==> src/rtl/wwd_pkg.sv <==
package wwd_pkg;
  typedef enum logic {
    WD_HOLD  = 1'b0,
    WD_WATCH = 1'b1
  } wd_state_e;
endpackage

==> src/rtl/wwd_in_filter.sv <==
module wwd_in_filter #(
  parameter int FILT_CYC = 3
) (
  input  logic clk_i,
  input  logic rst_ni,
  input  logic wdi_i,
  output logic fall_o
);
  localparam int FW = (FILT_CYC < 2) ? 1 : $clog2(FILT_CYC);

  logic          sync1_q, sync2_q, lvl_q;
  logic [FW-1:0] run_q;
  logic          commit;

  assign commit = (sync2_q != lvl_q) && (run_q == FW'(FILT_CYC - 1));

  always_ff @(posedge clk_i or negedge rst_ni) begin
    if (!rst_ni) begin
      sync1_q <= 1'b1;
      sync2_q <= 1'b1;
    end else begin
      sync1_q <= wdi_i;
      sync2_q <= sync1_q;
    end
  end

  always_ff @(posedge clk_i or negedge rst_ni) begin
    if (!rst_ni) begin
      lvl_q  <= 1'b1;
      run_q  <= '0;
      fall_o <= 1'b0;
    end else begin
      fall_o <= commit && !sync2_q;
      if (sync2_q == lvl_q) begin
        run_q <= '0;
      end else if (commit) begin
        lvl_q <= sync2_q;
        run_q <= '0;
      end else begin
        run_q <= run_q + 1'b1;
      end
    end
  end

  // a service pulse only follows a high-to-low move of the filtered level
  a_r1_fall_from_high: assert property (@(posedge clk_i) disable iff (!rst_ni)
    fall_o |-> (!lvl_q && $past(lvl_q)));
  a_r9_single_pulse: assert property (@(posedge clk_i) disable iff (!rst_ni)
    fall_o |=> !fall_o);
endmodule

==> src/rtl/wwd_core.sv <==
module wwd_core
  import wwd_pkg::*;
#(
  parameter int T_RST_CYC = 64
) (
  input  logic clk_i,
  input  logic clr_ni,
  input  logic fall_i,
  output logic wdo_no_o
);
  localparam int LOW_CYC = T_RST_CYC / 4;
  localparam int LIM_S   = 8 * T_RST_CYC;
  localparam int LIM_L   = 64 * T_RST_CYC;
  localparam int CW      = $clog2(LIM_L);

  wd_state_e     state_q, state_d;
  logic [CW-1:0] cnt_q, cnt_d, lim;
  logic          long_q, long_d, early;

  assign lim   = long_q ? CW'(LIM_L - 1) : CW'(LIM_S - 1);
  assign early = cnt_q < CW'(LOW_CYC);

  always_comb begin
    state_d = state_q;
    cnt_d   = cnt_q + 1'b1;
    long_d  = long_q;
    unique case (state_q)
      WD_HOLD: begin
        if (cnt_q == CW'(T_RST_CYC - 1)) begin
          state_d = WD_WATCH;
          cnt_d   = '0;
          long_d  = 1'b1;
        end
      end
      WD_WATCH: begin
        if (fall_i) begin
          cnt_d = '0;
          if (early) begin
            state_d = WD_HOLD;
          end else begin
            long_d = 1'b0;
          end
        end else if (cnt_q == lim) begin
          state_d = WD_HOLD;
          cnt_d   = '0;
        end
      end
      default: state_d = WD_HOLD;
    endcase
  end

  always_ff @(posedge clk_i or negedge clr_ni) begin
    if (!clr_ni) begin
      state_q  <= WD_HOLD;
      cnt_q    <= '0;
      long_q   <= 1'b1;
      wdo_no_o <= 1'b0;
    end else begin
      state_q  <= state_d;
      cnt_q    <= cnt_d;
      long_q   <= long_d;
      wdo_no_o <= (state_d == WD_WATCH);
    end
  end

  a_r3_release_after_pulse: assert property (@(posedge clk_i) disable iff (!clr_ni)
    (state_q == WD_HOLD && cnt_q == CW'(T_RST_CYC - 1)) |=> (wdo_no_o && cnt_q == '0));
  a_r3_hold_keeps_low: assert property (@(posedge clk_i) disable iff (!clr_ni)
    (state_q == WD_HOLD && cnt_q != CW'(T_RST_CYC - 1)) |=> !wdo_no_o);
  a_r4_early_fails: assert property (@(posedge clk_i) disable iff (!clr_ni)
    (state_q == WD_WATCH && fall_i && cnt_q < CW'(LOW_CYC)) |=> !wdo_no_o);
  a_r5_late_accepts: assert property (@(posedge clk_i) disable iff (!clr_ni)
    (state_q == WD_WATCH && fall_i && cnt_q >= CW'(LOW_CYC)) |=> (wdo_no_o && cnt_q == '0 && !long_q));
  a_r6_timeout: assert property (@(posedge clk_i) disable iff (!clr_ni)
    (state_q == WD_WATCH && !fall_i && cnt_q == lim) |=> !wdo_no_o);
  a_r7_long_after_release: assert property (@(posedge clk_i) disable iff (!clr_ni)
    (state_q == WD_HOLD && cnt_q == CW'(T_RST_CYC - 1)) |=> long_q);
endmodule

==> src/rtl/win_watchdog.sv <==
module win_watchdog #(
  parameter int T_RST_CYC = 64,
  parameter int FILT_CYC  = 3
) (
  input  logic clk_i,
  input  logic rst_ni,
  input  logic wdi_i,
  input  logic uvlo_i,
  output logic wdo_no
);
  logic fall;
  logic clr_n;

  // undervoltage acts as an asynchronous clear of the timer only
  assign clr_n = rst_ni & ~uvlo_i;

  wwd_in_filter #(
    .FILT_CYC(FILT_CYC)
  ) u_filt (
    .clk_i (clk_i),
    .rst_ni(rst_ni),
    .wdi_i (wdi_i),
    .fall_o(fall)
  );

  wwd_core #(
    .T_RST_CYC(T_RST_CYC)
  ) u_core (
    .clk_i   (clk_i),
    .clr_ni  (clr_n),
    .fall_i  (fall),
    .wdo_no_o(wdo_no)
  );

  a_r8_uvlo_forces_low: assert property (@(posedge clk_i) disable iff (!rst_ni)
    uvlo_i |-> !wdo_no);
  a_r2_reset_low: assert property (@(posedge clk_i) disable iff (uvlo_i)
    !rst_ni |-> !wdo_no);
endmodule

==> config.mk <==
export PLATFORM = sky130hd
export DESIGN_NAME = win_watchdog
export DESIGN_NICKNAME = d
export VERILOG_FILES = /design/src/rtl/wwd_pkg.sv /design/src/rtl/wwd_in_filter.sv /design/src/rtl/wwd_core.sv /design/src/rtl/win_watchdog.sv
export SDC_FILE = /design/constraint.sdc
export NUM_CORES = 1
export LEC_CHECK = 0
export BUFFER_PORTS_ARGS = -buffer_cell sky130_fd_sc_hd__buf_2
export CAP_MARGIN = 25
export CORE_MARGIN = 5
export CORE_UTILIZATION = 40
export CTS_CLUSTER_SIZE = 24
export DETAILED_ROUTE_END_ITERATION = 10
export PLACE_DENSITY = 0.58
export SETUP_SLACK_MARGIN = 0.02
export SLEW_MARGIN = 10
export SYNTH_ARGS = -nofsm -noshare
export SYNTH_HDL_FRONTEND = slang
export SYNTH_SLANG_ARGS = --single-unit
==> constraint.sdc <==
create_clock -name clk_i -period 2.12 [get_ports clk_i]
set_clock_uncertainty 0.15 [all_clocks]
set_input_delay 0.318 -clock clk_i [delete_from_list [all_inputs] [get_ports clk_i]]
set_output_delay 0.318 -clock clk_i [all_outputs]
set_load 0.05 [all_outputs]
# Word level (Yosys, flattened, before mapping)
# Cells that the tools add are included.
[totals]
output_inout_bits = 1
ff_bits = 20
elab_cells = 44
[classes]
n_bitwise = 4
addsub = 2
n_reduce_logical = 5
order_cmp = 1
n_mux = 16
eq_ne = 8
[op_table]
columns = ["op", "n"]
rows = [
  ["$mux W12", 4],
  ["$pmux W12 S2", 1],
  ["$add A12 B1 Y12 const B", 1],
  ["$eq A12 B12 Y1", 1],
  ["$eq A12 B6 Y1 const B", 1],
  ["$lt A12 B5 Y1 const B", 1],
  ["$mux W1", 7],
  ["$mux W2", 2],
  ["$ne A2 B2 Y1 const B", 2],
  ["$pmux W1 S2", 2],
  ["$not A1 Y1", 3],
  ["$reduce_and A3 Y1", 1],
  ["$add A2 B1 Y2 const B", 1],
  ["$eq A2 B2 Y1 const B", 1],
  ["$logic_and A1 B1 Y1", 2],
  ["$ne A2 B1 Y1 const B", 1],
  ["$reduce_and A2 Y1", 1],
  ["$and A1 B1 Y1", 1],
  ["$eq A1 B1 Y1", 1],
  ["$logic_not A1 Y1", 1],
  ["$ne A1 B1 Y1", 1],
]

# Longest topological paths before layout
[depth]
depth_word = 5
mapped_depth = 6

# Cells and area by module
# From an unflattened synthesis, not the netlist that was laid out.
[hier_totals]
hier_cells = 83
area_unflattened_um2 = 1002.2
[by_module_without_submodules]
columns = ["mod", "instances", "seq_area_each_um2", "area_per_inst_um2", "cells_per_inst"]
rows = [
  ["wwd_core", 1, 351.6, 777.0, 70],
  ["wwd_in_filter", 1, 153.9, 211.5, 12],
  ["win_watchdog", 1, 0.0, 13.8, 1],
]

# Worst setup path after synthesis
# No wires, ideal clock.
[synth_timing]
kind = "reg-to-reg"
startpoint = "register u_core.cnt_q[10]"
endpoint = "register u_core.cnt_q[3]"
arrival_ns = 1.654
stages_incl_launch_ff = 6
required_ns = 1.840
path_buffers = 1
path_slack_ns = 0.186
cell_sequence = "dfrtp_1 or4_4 a2111oi_4 o21a_1 buf_6 nor3_1"
[synth_between]
elab_chain_cells = 4
elab_cells_between_ends = 6
cone_classes = "eq/ne (2); mux (4)"
[synth_rtl]
columns = ["element", "line", "text"]
rows = [
  ["start, declared", "wwd_core.sv:17", "logic [CW-1:0] cnt_q, cnt_d, lim;"],
  ["start signal, assigned", "wwd_core.sv:60", "cnt_q <= cnt_d;"],
  ["$eq A12 B12 Y1", "wwd_core.sv:43", "end else if (cnt_q == lim) begin"],
  ["$mux W12", "wwd_core.sv:43", ""],
  ["$mux W12", "wwd_core.sv:36", "if (fall_i) begin"],
  ["$pmux W12 S2 (*)", "wwd_core.sv:27", "unique case (state_q)"],
  ["named net u_core.cnt_d[3]", "wwd_core.sv:17", ""],
]
# The timed path passes the listed nets; every way through them passes the cells marked *.
# A chain may end at the register's enable or synchronous reset.

# Final worst setup path
[layout_timing]
startpoint = "register u_core.cnt_q[10]"
endpoint = "register u_core.cnt_q[0]"
# Same word-level chain as after synthesis.

==> flow_summary_export.csv <==
group,metric,value,unit
die,pin_count,5,
die,dieHeight,58.3,um
placement,dp_hpwl,1220,um
sta,tightest_slew,0.371,ns
critical_path,cp.arrival,1.98,ns
yosys,ys_seq_area_share,54.2,%
detailed_routing,drtAntennaViolNets,0,
finish,insertedDiodeCount,0,
cts,post_cts_resized,0,
cts,path_clk_slew,0.11,ns
sta,hold_slack,0.211,ns
global_routing,grt_start_max_net_pins,15,
sta,final.period_utilization,91.9,%
die,die_area,3400,um2
critical_path,path_max_fanout,11,
yosys,synth_adder_area_share,1.34,%
cts,htree_levels,1,
power_and_ir_drop,p_sw,155,uW
run,maxCapViolCount,0,
cts,insertion_delay,0.29,ns
detailed_routing,routed.top_layer,"met4",
power_and_ir_drop,p_per_area,666,nW/um2
global_routing,grt_overflow_total,0,
placement,place_congestion,0.834,
yosys,syn_inst,87,
power_and_ir_drop,p_clk_share,29.8,%
finish,area_growth,15.4,%
detailed_routing,via_count,655,
yosys,mappedNetlistArea,932,um2
power_and_ir_drop,leakage,0.000448,uW
power_and_ir_drop,p_sw_share,21.6,%
cts,cts_tree,"built",
yosys,ys_seq_elements,20,
die,rows,17,
yosys,synth-compound-area-share,7.25,%
yosys,synthSimpleGateAreaFrac,23.8,%
min_path,hp-class,"input pin to async pin",
global_routing,antenna_found_initial,0,
critical_path,reg2reg_slack,0.17,ns
die,core_area,2210,um2
detailed_routing,dr.pass1.iters,3,
power_and_ir_drop,ir_worst_vdd,0.510,mV
yosys,synthTopCellsByArea,"dfrtp_1 43%, dfstp_2 11%, xnor2_1 7.5%",
critical_path,path_class,"flip-flop to flip-flop",
yosys,ys_types,27,
detailed_routing,wl_met1,740,um
critical_path,cp.required,2.15,ns
sta,rsz0062_at_grt,"false",
power_and_ir_drop,pwr-share-seq,61.5,%
sta,hold_viol,0,
critical_path,end_kind,"flip-flop",
sta,max_freq,0.513,GHz
detailed_routing,routed_wl,1590,um
cts,cts_root_buf,"clkbuf_4",
yosys,syn-num-nets,92,
sta,tns,0,ns
yosys,synth_top_family_by_area,"simple AND/OR/NAND/NOR gates",
power_and_ir_drop,pwr-share-comb,8.7,%
yosys,synth_xor_area_share,9.40,%
global_routing,grt_pass1_wl,3070,um
die,die_w,58.3,um
finish,drive_above_1_share,19.8,%
power_and_ir_drop,p_int,562,uW
die,start_util,42.1,%
cts,numCtsBuffers,3,
detailed_routing,viasPerCell,5.08,
sta,fin_crit,1.95,ns
status,status,"complete, no violations",
sta,maxSlewViolCount,0,
cts,cts_setup_buffers,0,
yosys,synth_area_leader_cell,"dfrtp_1",
detailed_routing,drc,0,
global_routing,grt_pass1_vias,679,
sta,relSlewSlack,75.2,%
yosys,yosysWarnings,0,
detailed_routing,route.met3.wl,41,um
finish,layout.nets,107,
cts,cts_sinks,20,
sta,finalSetupViolations,0,
detailed_routing,drtIter0Drc,4,
yosys,avgSynthCellArea,10.7,um2
yosys,synthMuxAreaShare,1.21,%
critical_path,start_kind,"flip-flop",
global_routing,track_usage,11.7,%
detailed_routing,wl_per_cell,12.3,um
cts,clock_path_buffers,2,
placement,port_buffers,4,
detailed_routing,wl_met2,779,um
cts,cts_hold_buf,3,
yosys,yosys.area.top_type_share,43.0,%
==> state kept, by name, indices dropped and copies added, names as in the netlist <==
register / count
u_core.cnt_q: 12
u_core.long_q: 1
u_core.wdo_no_o: 1
u_filt.fall_o: 1
u_filt.lvl_q: 1
u_filt.run_q: 2
u_filt.sync1_q: 1
u_filt.sync2_q: 1
==> synth_stat cells <==
cell type / number
o21ai_0: 1
mux2_2: 1
nor2_1: 13
a211o_1: 1
xor2_1: 2
nor3b_1: 2
a2111oi_4: 1
nand4_1: 3
dfrtp_1: 16
o21a_1: 1
nand3_1: 4
and3b_1: 1
clkbuf_1: 1
dfstp_2: 4
inv_1: 3
xnor2_1: 8
or4_4: 1
and4_1: 1
nand2_1: 5
nor3_1: 9
nand3b_1: 1
buf_6: 1
a31oi_1: 2
nor4_1: 1
o22ai_1: 1
nor2b_1: 2
ha_1: 1
==> worst max-delay path, cell delays in order (launching register included) <==
cell and delay [ns]:
dfrtp_1 0.39, or4_4 0.55, a2111oi_4 0.37, o21a_1 0.15, buf_4 0.16, nor3_1 0.07
==> power by group through the flow <==
stage / Combinational, uW / Clock [uW] / Sequential [uW]
after floorplan: 46.8 / 0 / 443
after global placement: 58.6 / 0 / 446
after detailed placement: 61.0 / 0 / 448
after CTS: 65.3 / 230 / 441
after global routing: 71.4 / 243 / 446
final: 62.5 / 214 / 441
==> stage by stage <==
step | setup WS, ns | std cells | power, uW | area [um2] | utilization, %
final | 0.171 | 129 | 717 | 1080 | 48.6
after global routing | 0.0798 | 129 | 761 | 1080 | 48.6
after CTS | 0.153 | 129 | 736 | 1080 | 48.6
after detailed placement | 0.166 | 122 | 509 | 1010 | 45.6
after global placement | 0.167 | 122 | 505 | 1010 | 45.6
after floorplan | 0.186 | 87 | 490 | 932 | -
==> path summary, 6_finish.rpt <==
kind | end | start | cells after the start
worst max-delay path | u_core.cnt_q[0] | u_core.cnt_q[10] | 5
worst min-delay path | u_filt.run_q[1] | rst_ni | 2
worst max register to register | u_core.cnt_q[0] | u_core.cnt_q[10] | 5
worst min register to register | u_filt.sync2_q | u_filt.sync1_q | 0
max in group asynchronous | u_core.long_q | rst_ni | 4
min in group clk_i | u_filt.sync2_q | u_filt.sync1_q | 0
==> layout make-up <==
class                      count  area (um2)
clock buffer                   4        36.3
fill                         223        1140
inverter                       3        11.3
multi-input combinational     62         400
sequential                    20         505
tap                           28        35.0
timing repair buffer          12        87.6
==> routing by layer <==
| layer | track usage (%) | vias up |
|---|---|---|
| met1 | 14.2 | 312 |
| met4 | 4.97 | 0 |
| met5 | 0 | - |
| met3 | 3.12 | 4 |
| li1 | - | 333 |
| met2 | 19.5 | 6 |
==> kinds of logic after synthesis <==
kind of cell	after synthesis
AO/OA/AOI/OAI	7
flip-flops	20
buffers and inverters	5
adder cells (fa/ha/maj)	1
XOR/XNOR	10
multiplexers	1
AND/OR/NAND/NOR	43
==> cell usage in the layout (no fill, tap or decap), types with 2 or more instances in the layout <==
cell type	instances
inv_1	3
nand4_1	3
buf_2	4
dlygate4sd3_1	3
nand3_1	4
xnor2_1	8
a31oi_1	2
dfrtp_1	16
dfstp_2	4
nand2_1	5
xor2_1	2
clkbuf_4	3
buf_4	5
nor3_1	9
nor2b_1	2
nor2_1	13
nor3b_1	2
(Power assumes the default switching activity.)
